==> config.mk <==
export PLATFORM = sky130hd
export DESIGN_NAME = vector_fetch_seq
export DESIGN_NICKNAME = d
export VERILOG_FILES = /design/src/rtl/vfetch_pkg.sv /design/src/rtl/vfetch_addr_gen.sv /design/src/rtl/vfetch_word_fmt.sv /design/src/rtl/vfetch_ctrl.sv /design/src/rtl/vector_fetch_seq.sv
export SDC_FILE = /design/constraint.sdc
export NUM_CORES = 1
export LEC_CHECK = 0
export ABC_AREA = 1
export BUFFER_PORTS_ARGS = -buffer_cell sky130_fd_sc_hd__buf_2
export CORE_ASPECT_RATIO = 0.5
export CORE_MARGIN = 3
export CORE_UTILIZATION = 55
export DETAILED_ROUTE_END_ITERATION = 8
export PLACE_DENSITY_LB_ADDON = 0.12
export SYNTH_ARGS = -nofsm -noshare
export SYNTH_HDL_FRONTEND = slang
export SYNTH_HIERARCHICAL = 1
export SYNTH_SLANG_ARGS = --single-unit
==> constraint.sdc <==
create_clock -name clk -period 1.8 [get_ports clk]
set_input_delay 0.09 -clock clk [delete_from_list [all_inputs] [get_ports clk]]
set_output_delay 0.09 -clock clk [all_outputs]
set_load 0.05 [all_outputs]
==> src/rtl/vfetch_pkg.sv <==
package vfetch_pkg;
    localparam int unsigned VF_DW = 32;

    typedef enum logic [2:0] {
        ST_START,
        ST_SP,
        ST_GAP,
        ST_PC,
        ST_EXC,
        ST_IDLE
    } vf_state_e;

    typedef struct packed {
        vf_state_e        st;
        logic [VF_DW-1:0] addr;
        logic             sp_load;
        logic [VF_DW-1:0] sp_val;
        logic             pc_load;
        logic [VF_DW-1:0] pc_val;
        logic             fault;
        logic             done;
    } vf_regs_t;
endpackage

==> src/rtl/vfetch_addr_gen.sv <==
module vfetch_addr_gen
    import vfetch_pkg::*;
#(
    parameter int unsigned NUM_W = 6,
    parameter logic [VF_DW-1:0] BASE = '0
) (
    input  logic [NUM_W-1:0] num,
    output logic [VF_DW-1:0] addr
);
    localparam int unsigned PAD_W = VF_DW - NUM_W - 2;

    always_comb begin
        addr = BASE + {{PAD_W{1'b0}}, num, 2'b00};
    end
endmodule

==> src/rtl/vfetch_word_fmt.sv <==
module vfetch_word_fmt
    import vfetch_pkg::*;
(
    input  logic [VF_DW-1:0] word,
    output logic [VF_DW-1:0] sp_word,
    output logic [VF_DW-1:0] pc_word,
    output logic             state_ok
);
    always_comb begin
        sp_word  = {word[VF_DW-1:2], 2'b00};
        pc_word  = {word[VF_DW-1:1], 1'b0};
        state_ok = word[0];
    end
endmodule

==> src/rtl/vfetch_ctrl.sv <==
module vfetch_ctrl
    import vfetch_pkg::*;
#(
    parameter logic [VF_DW-1:0] BASE = '0
) (
    input  logic             clk,
    input  logic             rst_n,
    input  logic             exc_req,
    input  logic [VF_DW-1:0] exc_addr,
    output logic             exc_ready,
    output logic             rd_req,
    output logic [VF_DW-1:0] rd_addr,
    input  logic             rd_valid,
    input  logic [VF_DW-1:0] sp_word,
    input  logic [VF_DW-1:0] pc_word,
    input  logic             state_ok,
    output logic             sp_load,
    output logic [VF_DW-1:0] sp_value,
    output logic             pc_load,
    output logic [VF_DW-1:0] pc_value,
    output logic             vec_fault,
    output logic             seq_done
);
    localparam logic [VF_DW-1:0] WORD1 = BASE + VF_DW'(4);

    vf_regs_t q, d;

    always_comb begin
        d         = q;
        d.sp_load = 1'b0;
        d.pc_load = 1'b0;
        d.fault   = 1'b0;
        d.done    = 1'b0;
        case (q.st)
            ST_START: begin
                d.st   = ST_SP;
                d.addr = BASE;
            end
            ST_SP: begin
                if (rd_valid) begin
                    d.sp_load = 1'b1;
                    d.sp_val  = sp_word;
                    d.st      = ST_GAP;
                end
            end
            ST_GAP: begin
                d.st   = ST_PC;
                d.addr = WORD1;
            end
            ST_PC, ST_EXC: begin
                if (rd_valid) begin
                    d.pc_load = 1'b1;
                    d.pc_val  = pc_word;
                    d.fault   = !state_ok;
                    d.done    = 1'b1;
                    d.st      = ST_IDLE;
                end
            end
            ST_IDLE: begin
                if (exc_req) begin
                    d.addr = exc_addr;
                    d.st   = ST_EXC;
                end
            end
            default: d.st = ST_IDLE;
        endcase
    end

    always_ff @(posedge clk) begin
        if (!rst_n) begin
            q <= '{st: ST_START, default: '0};
        end else begin
            q <= d;
        end
    end

    always_comb begin
        rd_req    = (q.st == ST_SP) || (q.st == ST_PC) || (q.st == ST_EXC);
        rd_addr   = q.addr;
        exc_ready = rst_n && (q.st == ST_IDLE);
        sp_load   = q.sp_load;
        sp_value  = q.sp_val;
        pc_load   = q.pc_load;
        pc_value  = q.pc_val;
        vec_fault = q.fault;
        seq_done  = q.done;
    end

    // stack pointer value delivered word aligned
    assert_sp_aligned_R2: assert property (@(posedge clk) disable iff (!rst_n)
        sp_load |-> (sp_value[1:0] == 2'b00));

    // the word-1 boot read starts right after the stack pointer strobe
    assert_boot_order_R3: assert property (@(posedge clk) disable iff (!rst_n)
        (q.st == ST_PC && $past(q.st) != ST_PC) |-> $past(sp_load));

    // fault flag only accompanies a program counter load
    assert_fault_with_pc_R5: assert property (@(posedge clk) disable iff (!rst_n)
        vec_fault |-> pc_load);

    // done matches the program counter strobe, strobes exclusive
    assert_done_pc_R6: assert property (@(posedge clk) disable iff (!rst_n)
        (seq_done == pc_load) && !(sp_load && pc_load));

    // no new request is taken while a read is outstanding
    assert_ready_idle_R7: assert property (@(posedge clk) disable iff (!rst_n)
        exc_ready |-> !rd_req);

    // request and address held until data arrives
    assert_req_hold_R8: assert property (@(posedge clk) disable iff (!rst_n)
        (rd_req && !rd_valid) |=> (rd_req && $stable(rd_addr)));
endmodule

==> src/rtl/vector_fetch_seq.sv <==
module vector_fetch_seq
    import vfetch_pkg::*;
#(
    parameter int unsigned NUM_W = 6,
    parameter logic [VF_DW-1:0] BASE = '0
) (
    input  logic             clk,
    input  logic             rst_n,
    input  logic             exc_req,
    input  logic [NUM_W-1:0] exc_num,
    output logic             exc_ready,
    output logic             rd_req,
    output logic [VF_DW-1:0] rd_addr,
    input  logic             rd_valid,
    input  logic [VF_DW-1:0] rd_data,
    output logic             sp_load,
    output logic [VF_DW-1:0] sp_value,
    output logic             pc_load,
    output logic [VF_DW-1:0] pc_value,
    output logic             vec_fault,
    output logic             seq_done
);
    logic [VF_DW-1:0] exc_addr;
    logic [VF_DW-1:0] sp_word;
    logic [VF_DW-1:0] pc_word;
    logic             state_ok;

    vfetch_addr_gen #(.NUM_W(NUM_W), .BASE(BASE)) u_addr (
        .num  (exc_num),
        .addr (exc_addr)
    );

    vfetch_word_fmt u_fmt (
        .word     (rd_data),
        .sp_word  (sp_word),
        .pc_word  (pc_word),
        .state_ok (state_ok)
    );

    vfetch_ctrl #(.BASE(BASE)) u_ctrl (
        .clk       (clk),
        .rst_n     (rst_n),
        .exc_req   (exc_req),
        .exc_addr  (exc_addr),
        .exc_ready (exc_ready),
        .rd_req    (rd_req),
        .rd_addr   (rd_addr),
        .rd_valid  (rd_valid),
        .sp_word   (sp_word),
        .pc_word   (pc_word),
        .state_ok  (state_ok),
        .sp_load   (sp_load),
        .sp_value  (sp_value),
        .pc_load   (pc_load),
        .pc_value  (pc_value),
        .vec_fault (vec_fault),
        .seq_done  (seq_done)
    );
endmodule

# Word level (Yosys, flattened, before mapping)
# Cells that the tools add are included.
[classes]
n_eq_ne = 8
n_reduce_logical = 14
n_mux = 7
[ops]
columns = ["cell", "count"]
rows = [
  ["32-bit one-hot mux with 3 select lines", 1],
  ["35-bit 2-to-1 mux", 2],
  ["33-bit 2-to-1 mux", 1],
  ["3-bit one-hot mux with 5 select lines", 1],
  ["2-bit AND reduction", 5],
  ["3-bit by 2-bit equality test with 1-bit output (second input constant)", 2],
  ["3-bit equality test (second input constant)", 2],
  ["3-bit 2-to-1 mux", 2],
  ["2-bit inequality test (second input constant)", 3],
  ["3-bit AND reduction", 2],
  ["3-bit by 1-bit equality test with 1-bit output (second input constant)", 1],
  ["3-bit zero test", 1],
  ["3-bit nonzero test", 1],
  ["1-bit logical OR", 2],
  ["2-bit OR reduction", 1],
  ["1-bit logical AND", 1],
  ["1-bit zero test", 1],
]
[totals]
in_bits = 42
out_inout_bits = 102
regBits = 100
wordCells = 37

# Longest topological paths before layout
# Gate-level depths: netlist (run 1).
[depth]
depth_word = 4
depth_mapped = 9
ltp_nobuf = 8

# Hierarchy
# Netlist (run 1), hierarchy kept.
[modules_own_cells]
columns = ["module", "area_each_um2", "cells_each", "seq_area_each_um2", "n_inst"]
rows = [
  ["vfetch_ctrl", 5257.5, 794, 2042.0, 1],
  ["vfetch_word_fmt", 491.7, 66, 0.0, 1],
  ["vfetch_addr_gen", 244.0, 33, 0.0, 1],
]

# Worst setup path after synthesis (run 1)
# Ideal clock, no wire load.
[synth_path]
path_type = "reg2out"
startpoint = "register u_ctrl/q[102] (netlist bit)"
endpoint = "output exc_ready"
stages_incl_launch_ff = 6
t_arrival_ns = 1.550
slack_ns = 0.160
n_path_buf = 1
required_ns = 1.710
path_cell_list = "dfxtp_1 -> inv_2 -> nor2_2 -> inv_2 -> clkbuf_1 -> nor2_1"
[synth_via]
elab_chain_len = 2
[synth_rtl]
columns = ["item", "line", "rtl"]
rows = [
  ["start: declaration", "vfetch_ctrl.sv:26", "vf_regs_t q, d;"],
  ["start signal: assignment", "vfetch_ctrl.sv:71", "q <= '{st: ST_START, default: '0};"],
  ["start signal: assignment", "vfetch_ctrl.sv:73", "q <= d;"],
  ["3-bit equality test", "vfetch_ctrl.sv:80", "exc_ready = rst_n && (q.st == ST_IDLE);"],
  ["1-bit logical AND", "vfetch_ctrl.sv:80", ""],
  ["end: declaration", "vector_fetch_seq.sv:11", "output logic exc_ready,"],
]
# No other way between the ends.

# Final worst setup path (run 1)
[layout_path]
startpoint = "register u_ctrl/q[101] (netlist bit)"
endpoint = "output exc_ready"
# Same word-level chain as after synthesis.

==> reports/qor.csv, run 1 <==
metric,value,unit
core_region_area,10400,µm²
slowest_stage,dfxtp_1,
path_clk_slew,0.07,ns
via_per_inst,4.29,
worstPathBufferInverterCount,3,
drt_pass1_iterations,4,
crit_family,buffers and inverters,
clockBufferDepth,2,
crit_type,reg -> out,
wl_per_cell,11.3,µm
crit_required,1.71,ns
antenna_found_initial,0,
cts-buffers-inserted,9,
dieArea,12300,µm²
max-cap-violations,0,
slew_headroom,62.7,%
period_minus_slack,1.65,ns
powerDensity,1100,nW/µm²
dp_hpwl,7430,µm
synth_cell_types,20,
areaGrowthSynthToFinish,0.522,%
portBuffers,143,
cp-end-kind,output port,
boundaryPins,144,
vias,4391,
numClockSinks,102,
max_stage_delay,0.38,ns
tns,0,ns
dieWidth,154,µm
setup_viol,0,
hold_class,in -> reg,
grt_setup_unrepaired,false,
root_buffer,clkbuf_16,
cp_data_arrival_time,1.56,ns
start_kind,register,
crit_fanout,16,
grt_max_degree,51,
ys.flop_type,dfxtp_1,
nets,921,
synth-edff-count,0,
synth_top_area_share,34.1,%
timing.fmax,605,MHz
routabilityCongestion,0.763,
status,finished clean,
clk_latency,0.33,ns
final_max_slew_viol_count,0,
n_antenna_cell,0,
yosysTopAreaCell,dfxtp_1,
leakagePower,0.00331,µW
finish.instance_area,6020,µm²
synth_area_leaders,"dfxtp_1 34%, buf_4 24%, nor2_1 12%",
syn-instance-count,893,
drt-total-wl,11500,µm
hold_viol_final,0,
htreeDepth,3,
ant_nets,0,
ys_ff_latch,102,
synth_common_cells,"198 x nor2_1, 194 x buf_4, 136 x inv_1",
dr.first_iter.drc_count,220,
rows,26,
track_usage,19.2,%
cts_tree,built,
syn_area,5990,µm²
yosysMostFrequentCell,nor2_1,
cp_cell_sequence,inv_2 > nand2_1 > nor2_2 > inv_4 > nor2_1 > clkbuf_4,
layout-drive-gt1-share,20.4,%
tightestPinTransition,0.559,ns
drcViolationCount,0,
grt-ovfl-total,0,
postSynth.asyncResetShare,0,%
grt_pass1_wl,19600,µm
die_y,79.8,µm
finalCritPeriodShare,91.9,%
skew,0.00478,ns
ys_warn_count,6,
grt_pass1_vias,4135,
start_util,57.6,%
seq_area_frac_synth,34.1,%
synthesis.area_per_instance,6.71,µm²
placed_cell_area,5480,µm²
ir_drop,442,µV
[cells in the final DEF, fill, tap and decap left out, types with 2 or more instances in the layout]
cell and count:
o21ai_0 33, inv_2 3, clkbuf_16 9, nand2_1 107, buf_4 12, a21oi_1 4
nor2_1 198, dlygate4sd3_1 25, nor3_1 2, nand3_1 34, inv_1 136, clkbuf_8 2
conb_1 29, buf_2 142, nand3b_1 33, dfxtp_1 101
[metrics by stage]
step / setup WS (ns) / total power, µW / utilization, % / cells / hold WS (ns)
CTS: 0.0139 / 6700 / 57.8 / 1024 / 0.000302
floorplan: 0.160 / 4740 / - / 920 / 0.252
global route: 0.00192 / 7000 / 57.9 / 1024 / 0.0145
global placement: 0.323 / 4740 / 52.7 / 983 / 0.257
detailed placement: 0.256 / 4760 / 52.7 / 983 / 0.265
finish: 0.146 / 6610 / 57.9 / 1024 / 0.0151
[where the power goes]
part           total, µW  switching [µW]  internal (µW)
combinational       2130            1560            568
clock               1860             837           1020
sequential          2620             116           2500
[sequential cells by signal, summed over array words and instances (netlist names)]
register,cells
u_ctrl/pc_load,1
u_ctrl/pc_value,32
u_ctrl/q,3
u_ctrl/rd_addr,32
u_ctrl/sp_load,1
u_ctrl/sp_value,32
u_ctrl/vec_fault,1
[cell families after synthesis]
family	count (synthesis)	synth area share, %
and+or+nand+nor	379	26.9
AOI/OAI and AO/OA	37	3.09
buffers and inverters	373	35.8
DFF	102	34.1
other	2	0.125
[repair_timing]
item | CTS | global route
setup endpoints to repair | 0 | 1
gates resized for setup | 0 | 4
setup buffers | 0 | 0
hold buffers | 25 | 0
endpoints found under the hold margin | 25 | 0
[cell type report]
class / count / area (µm²)
sequential: 102 / 2040
inverter: 140 / 528
tap: 140 / 175
multi-input combinational: 445 / 1910
fill: 1040 / 4390
clock inverter: 4 / 30.0
clock buffer: 12 / 256
timing repair buffer: 181 / 1080
[worst min-delay path: stages]
cell	delay [ns]
buf_2	0.09
nor2_1	0.04
nor2_1	0.09
[routing by layer]
| layer | GRT usage, % | wire length (µm) | vias up |
|---|---|---|---|
| met2 | 32.6 | 5140 | 102 |
| met1 | 24.2 | 5540 | 1907 |
| met4 | 3.17 | 53 | 0 |
| met5 | 0 | 0 | - |
| li1 | - | - | 2376 |
| met3 | 6.77 | 789 | 6 |
[worst paths after layout]
kind | start | to | slack [ns] | cells after the start
setup / recovery | u_ctrl/q[101] | exc_ready | 0.15 | 6
hold / removal | rd_data[21] | u_ctrl/sp_value[21] | 0.02 | 3
hold reg to reg | u_ctrl/sp_value[17] | u_ctrl/sp_value[17] | 0.51 | 2
setup reg to reg | u_ctrl/q[101] | u_ctrl/rd_addr[28] | 0.25 | 8
No activity file was read; power rests on OpenSTA's default activity.
==> run 2: changes to the inputs <==
- ABC_AREA: 1 -> default
- CORE_UTILIZATION: 55 -> 54
- PLACE_DENSITY: default -> 0.78
- PLACE_DENSITY_LB_ADDON: 0.12 -> default
==> run 2 against run 1 <==
Compared with the run above: flip-flop and latch count stayed put; synthesized cell count decreased by 27%; via count fell by 22%; sequential share of layout area is 3.5 points higher; routed wire length is 19% lower; critical path type unchanged; highest routed layer unchanged.
==> reports/qor.csv, run 2 <==
metric,value,unit
powerDensity,905,nW/µm²
grt_setup_unrepaired,false,
worstReg2RegStart,u_ctrl/q[101],
hold_depth,3,
ant_nets,0,
ys_warn_count,6,
finish.instance_area,5460,µm²
yosysMostFrequentCell,buf_4,
rows,25,
crit_required,1.71,ns
max_stage_delay,0.61,ns
synth_cell_types,31,
synth_top_area_share,37.0,%
synth_area_leaders,"dfxtp_1 37%, buf_4 27%, nand2_1 13%",
final_cell_mix,"195 x nand2_1, 142 x buf_2, 102 x dfxtp_1, 64 x mux2i_1, 30 x a21boi_1",
dr.first_iter.drc_count,137,
vias,3419,
postSynth.asyncResetShare,0,%
r2r_setup_slack,0.25,ns
grt-ovfl-total,0,
finalWorstSetupSlack,0.125,ns
slowest_stage,dfxtp_1,
antenna_found_initial,0,
synthesis.area_per_instance,8.52,µm²
clockBufferDepth,2,
timing.fmax,597,MHz
dr_wl_met3,512,µm
clk_latency,0.33,ns
track_usage,16.2,%
layout-drive-gt1-share,27.0,%
place_ws,0.240,ns
drt-total-wl,9290,µm
dieWidth,149,µm
boundaryPins,144,
worstPathBufferInverterCount,1,
max-cap-violations,0,
reg2regPathDepth,4,
drt-met1-wl,4130,µm
htreeDepth,3,
synth_common_cells,"198 x buf_4, 195 x nand2_1, 102 x dfxtp_1",
final_max_slew_viol_count,0,
startpoint,u_ctrl/q[100],
numClockSinks,102,
ir_drop,526,µV
placed_cell_area,4990,µm²
seq_area_frac_synth,37.0,%
syn_area,5520,µm²
period_minus_slack,1.68,ns
wl_per_cell,12.1,µm
mostFrequentLayoutCell,nand2_1,
met2_wirelength,4600,µm
path_clk_slew,0.07,ns
die_y,77.5,µm
cp-endpoint,exc_ready,
status,finished clean,
core_region_area,9700,µm²
crit_family,flip-flops,
portBuffers,143,
start_kind,register,
root_buffer,clkbuf_16,
routabilityCongestion,0.702,
drt_pass1_iterations,5,
areaGrowthSynthToFinish,-1.11,%
grt_pass1_vias,3270,
dieArea,11500,µm²
skew,0.00829,ns
yosysTopAreaCell,dfxtp_1,
via_per_inst,4.47,
cp_data_arrival_time,1.59,ns
syn-instance-count,648,
grt_pass1_wl,15400,µm
n_antenna_cell,0,
worst-path-stages,2,
hold_viol_final,0,
dp_hpwl,6180,µm
top_layer_used,met4,
postCtsResizedCells,0,
finalCritPeriodShare,93.1,%
leakagePower,0.00249,µW
cts_tree,built,
ys.flop_type,dfxtp_1,
synth-edff-count,0,
ys_ff_latch,102,
crit_fanout,13,
cp_cell_sequence,and4b_1 > buf_2,
drcViolationCount,0,
tns,0,ns
crit_type,reg -> out,
hold_class,in -> reg,
start_util,56.9,%
hold-worst-slack,0.0145,ns
nets,669,
reg2reg_to,u_ctrl/rd_addr[30],
grt_max_degree,65,
cts-buffers-inserted,9,
cp-end-kind,output port,
setup_viol,0,
run 2: area by class of cell:
class	count	area, µm²
Clock buffer	10	229
Clock inverter	4	50.0
Sequential cell	102	2040
Inverter	1	3.75
Multi-Input combinational cell	341	1910
Timing Repair Buffer	172	1060
Tap cell	135	169
Fill cell	879	4240
run 2: how the worst min path moves through the flow:
stage	startpoint	end	slack, ns
floorplan	rd_valid	u_ctrl/q[102]	0.27
global placement	exc_num[3]	u_ctrl/rd_addr[5]	0.33
detailed placement	exc_num[1]	u_ctrl/rd_addr[3]	0.34
CTS	rd_data[23]	u_ctrl/sp_value[23]	0.0004
global route	rd_data[15]	u_ctrl/sp_value[15]	0.004
finish	rd_data[7]	u_ctrl/sp_value[7]	0.01
run 2: per-layer routing:
layer | vias to the layer above | track usage (%)
met5 | - | 0
met4 | 0 | 3.65
met3 | 4 | 5.60
met2 | 81 | 28.7
met1 | 1564 | 19.0
li1 | 1770 | -
run 2: report_power, final:
group | internal (µW) | leakage (µW) | total (µW) | switching, µW
clock network | 1060 | 0.000130 | 1840 | 779
logic | 252 | 0.00153 | 731 | 479
registers | 2320 | 0.000826 | 2370 | 46.0
total | 3640 | 0.00249 | 4940 | 1300
run 2: stage by stage:
step / power [µW] / std cells / util (%)
final: 4940 / 765 / 56.3
after global routing: 5170 / 765 / 56.3
after CTS: 5010 / 764 / 56.2
after detailed placement: 3120 / 732 / 51.4
after global placement: 3110 / 732 / 51.4
after floorplan: 3170 / 675 / -
run 2: tightest hold or removal path: cells and delay by family:
kind	cells	cell delay, ns
AOI/OAI and AO/OA	1	0.05
and+or+nand+nor	1	0.05
buffers and inverters	1	0.10
run 2: repair_timing:
| action | 4_1_cts | 5_1_grt |
|---|---|---|
| hold endpoints to repair | 23 | 1 |
| buffers inserted | 0 | 0 |
| hold buffers | 18 | 1 |
run 2: kinds of logic (layout without fill, tap and decap cells):
family | Yosys count | after routing | synth area share [%]
flip-flops | 102 | 102 | 37.0
multiplexers | 64 | 64 | 11.6
other | 2 | 29 | 0.136
XOR/XNOR | 1 | 1 | 0.159
AND/OR/NAND/NOR | 209 | 209 | 15.2
AO/OA/AOI/OAI | 38 | 38 | 5.53
buffers and inverters | 232 | 187 | 30.3
==> run 3: changes to the inputs <==
--- a/config.mk
+++ b/config.mk
@@ -6,4 +6,5 @@
 export NUM_CORES = 1
 export LEC_CHECK = 0
+export ABC_CLOCK_PERIOD_IN_PS = 1800
 export BUFFER_PORTS_ARGS = -buffer_cell sky130_fd_sc_hd__buf_2
 export CORE_ASPECT_RATIO = 0.5
@@ -11,4 +12,5 @@
 export CORE_UTILIZATION = 54
 export DETAILED_ROUTE_END_ITERATION = 8
+export MAX_ROUTING_LAYER = met4
 export PLACE_DENSITY = 0.78
 export SYNTH_ARGS = -nofsm -noshare
==> constraint.sdc (replaced) <==
create_clock -name clk -period 1.8 [get_ports clk]
set_input_delay 0.36 -clock clk [delete_from_list [all_inputs] [get_ports clk]]
set_output_delay 0.36 -clock clk [all_outputs]
set_load 0.05 [all_outputs]
==> run 3 against run 2 <==
Compared with the run above: die area is the same; clock power rose by 18%; cell area fell by 2.5%; clock-buffer cell count unchanged; core utilization down 1.4 points; flip-flop and latch count unchanged; global-route usage is 0.26 points higher; critical path depth unchanged; largest cell class unchanged; highest routed layer unchanged.
==> reports/qor.csv, run 3 (synthesis results as in run 2) <==
metric,value,unit
status,finished clean,
comb_power_share,13.2,%
antenna_found_initial,1,
final_max_slew_viol_count,0,
timing.fmax,594,MHz
htreeDepth,3,
routabilityCongestion,0.691,
max-cap-violations,0,
grt-ovfl-total,0,
final_cells,747,
startpoint,u_ctrl/q[100],
tns,0,ns
ant_nets,0,
p_total,5240,µW
path_clk_slew,0.07,ns
root_buffer,clkbuf_16,
hold_class,in -> reg,
grt.busiest_layer,met2,
finalCritPeriodShare,93.5,%
die_y,77.5,µm
dieWidth,149,µm
cts_hold_buf,0,
crit_type,reg -> out,
num-fill-cells,898,
dr.first_iter.drc_count,206,
grt_pass1_wl,15200,µm
ir_drop,585,µV
layout-drive-gt1-share,28.3,%
dp_hpwl,5920,µm
cp-end-kind,output port,
clock_power_share,41.6,%
leakagePower,0.00243,µW
drt_pass1_iterations,4,
clk_latency,0.34,ns
start_kind,register,
cts_tree,built,
setup_viol,0,
tightestPinTransition,0.517,ns
track_usage,16.5,%
mostFrequentLayoutCell,nand2_1,
post-route-util,54.9,%
drt-total-wl,8980,µm
via_per_inst,4.45,
final_cell_mix,"195 x nand2_1, 141 x buf_2, 99 x dfxtp_1, 64 x mux2i_1, 30 x a21boi_1",
place_inst,730,
use_met2,27.3,%
portBuffers,143,
drcViolationCount,0,
core_region_area,9700,µm²
clockBufferDepth,2,
grt_pass1_vias,3147,
skew,0.00538,ns
grt_max_degree,135,
worstReg2RegStart,u_ctrl/q[102],
grt_util_met3,5.54,%
numClockSinks,102,
nets,648,
crit_fanout,13,
grt_setup_unrepaired,false,
p_switching,1340,µW
p_seq_share,45.2,%
met1_usage,19.7,%
powerDensity,985,nW/µm²
cts-buffers-inserted,9,
crit_required,1.44,ns
p_sw_share,25.5,%
areaGrowthSynthToFinish,-3.58,%
boundaryPins,144,
rows,25,
slew_headroom,65.5,%
wl_per_cell,12.0,µm
cp_data_arrival_time,1.32,ns
start_util,56.9,%
period_minus_slack,1.68,ns
vias,3325,
dieArea,11500,µm²
hold_viol_final,0,
min_from,exc_num[4],
intPower,3900,µW
-- run 3: layout make-up --
type	count	area, µm²	area share, %
Tap cell	135	169	3.17
Clock inverter	6	110	2.07
Sequential cell	102	2050	38.4
Timing Repair Buffer	151	856	16.1
Clock buffer	10	229	4.30
Antenna cell	1	2.50	0.0470
Multi-Input combinational cell	341	1910	35.8
Inverter	1	3.75	0.0705
-- run 3: final timing paths --
path / end / slack [ns] / cells past startpoint
max: exc_ready / 0.12 / 2
min reg2reg: u_ctrl/sp_value[2] / 0.45 / 2
min: u_ctrl/rd_addr[6] / 0.25 / 3
max reg2reg: u_ctrl/pc_value[27] / 0.42 / 4
-- run 3: power groups by stage --
| stage | clock, µW | combinational [µW] | sequential [µW] |
|---|---|---|---|
| after floorplan | 0 | 759 | 2410 |
| after global placement | 0 | 691 | 2420 |
| after detailed placement | 0 | 697 | 2420 |
| after CTS | 2250 | 698 | 2370 |
| after global routing | 2350 | 749 | 2380 |
| final | 2180 | 693 | 2370 |
-- run 3: metal layers --
metal | share of wire, % | wire length (µm) | vias up
met4 | 0.68 | 61 | 0
li1 | - | - | 1734
met5 | 0 | 0 | -
met3 | 6.7 | 606 | 7
met1 | 45 | 4040 | 1506
met2 | 48 | 4270 | 78
-- run 3: per-stage QoR --
stage               instance area (µm²)  worst slack (ns)  hold WS [ns]
global route                       5320            0.0384         0.259
CTS                                5320            0.0197         0.238
finish                             5320             0.117         0.255
detailed placement                 4970             0.273         0.442
floorplan                          5620             0.305         0.430
global placement                   4970             0.311         0.438
-- run 3: repair_timing --
item,in CTS,in global routing
gates cloned,0,0
hold endpoints to repair,0,0
setup endpoints to repair,1,2
gates resized for setup,2,2
buffers inserted,0,0
-- run 3: worst max-delay path: stages (launching register included) --
cell	delay, ns
dfxtp_2	0.47
and4b_1	0.27
clkbuf_4	0.25
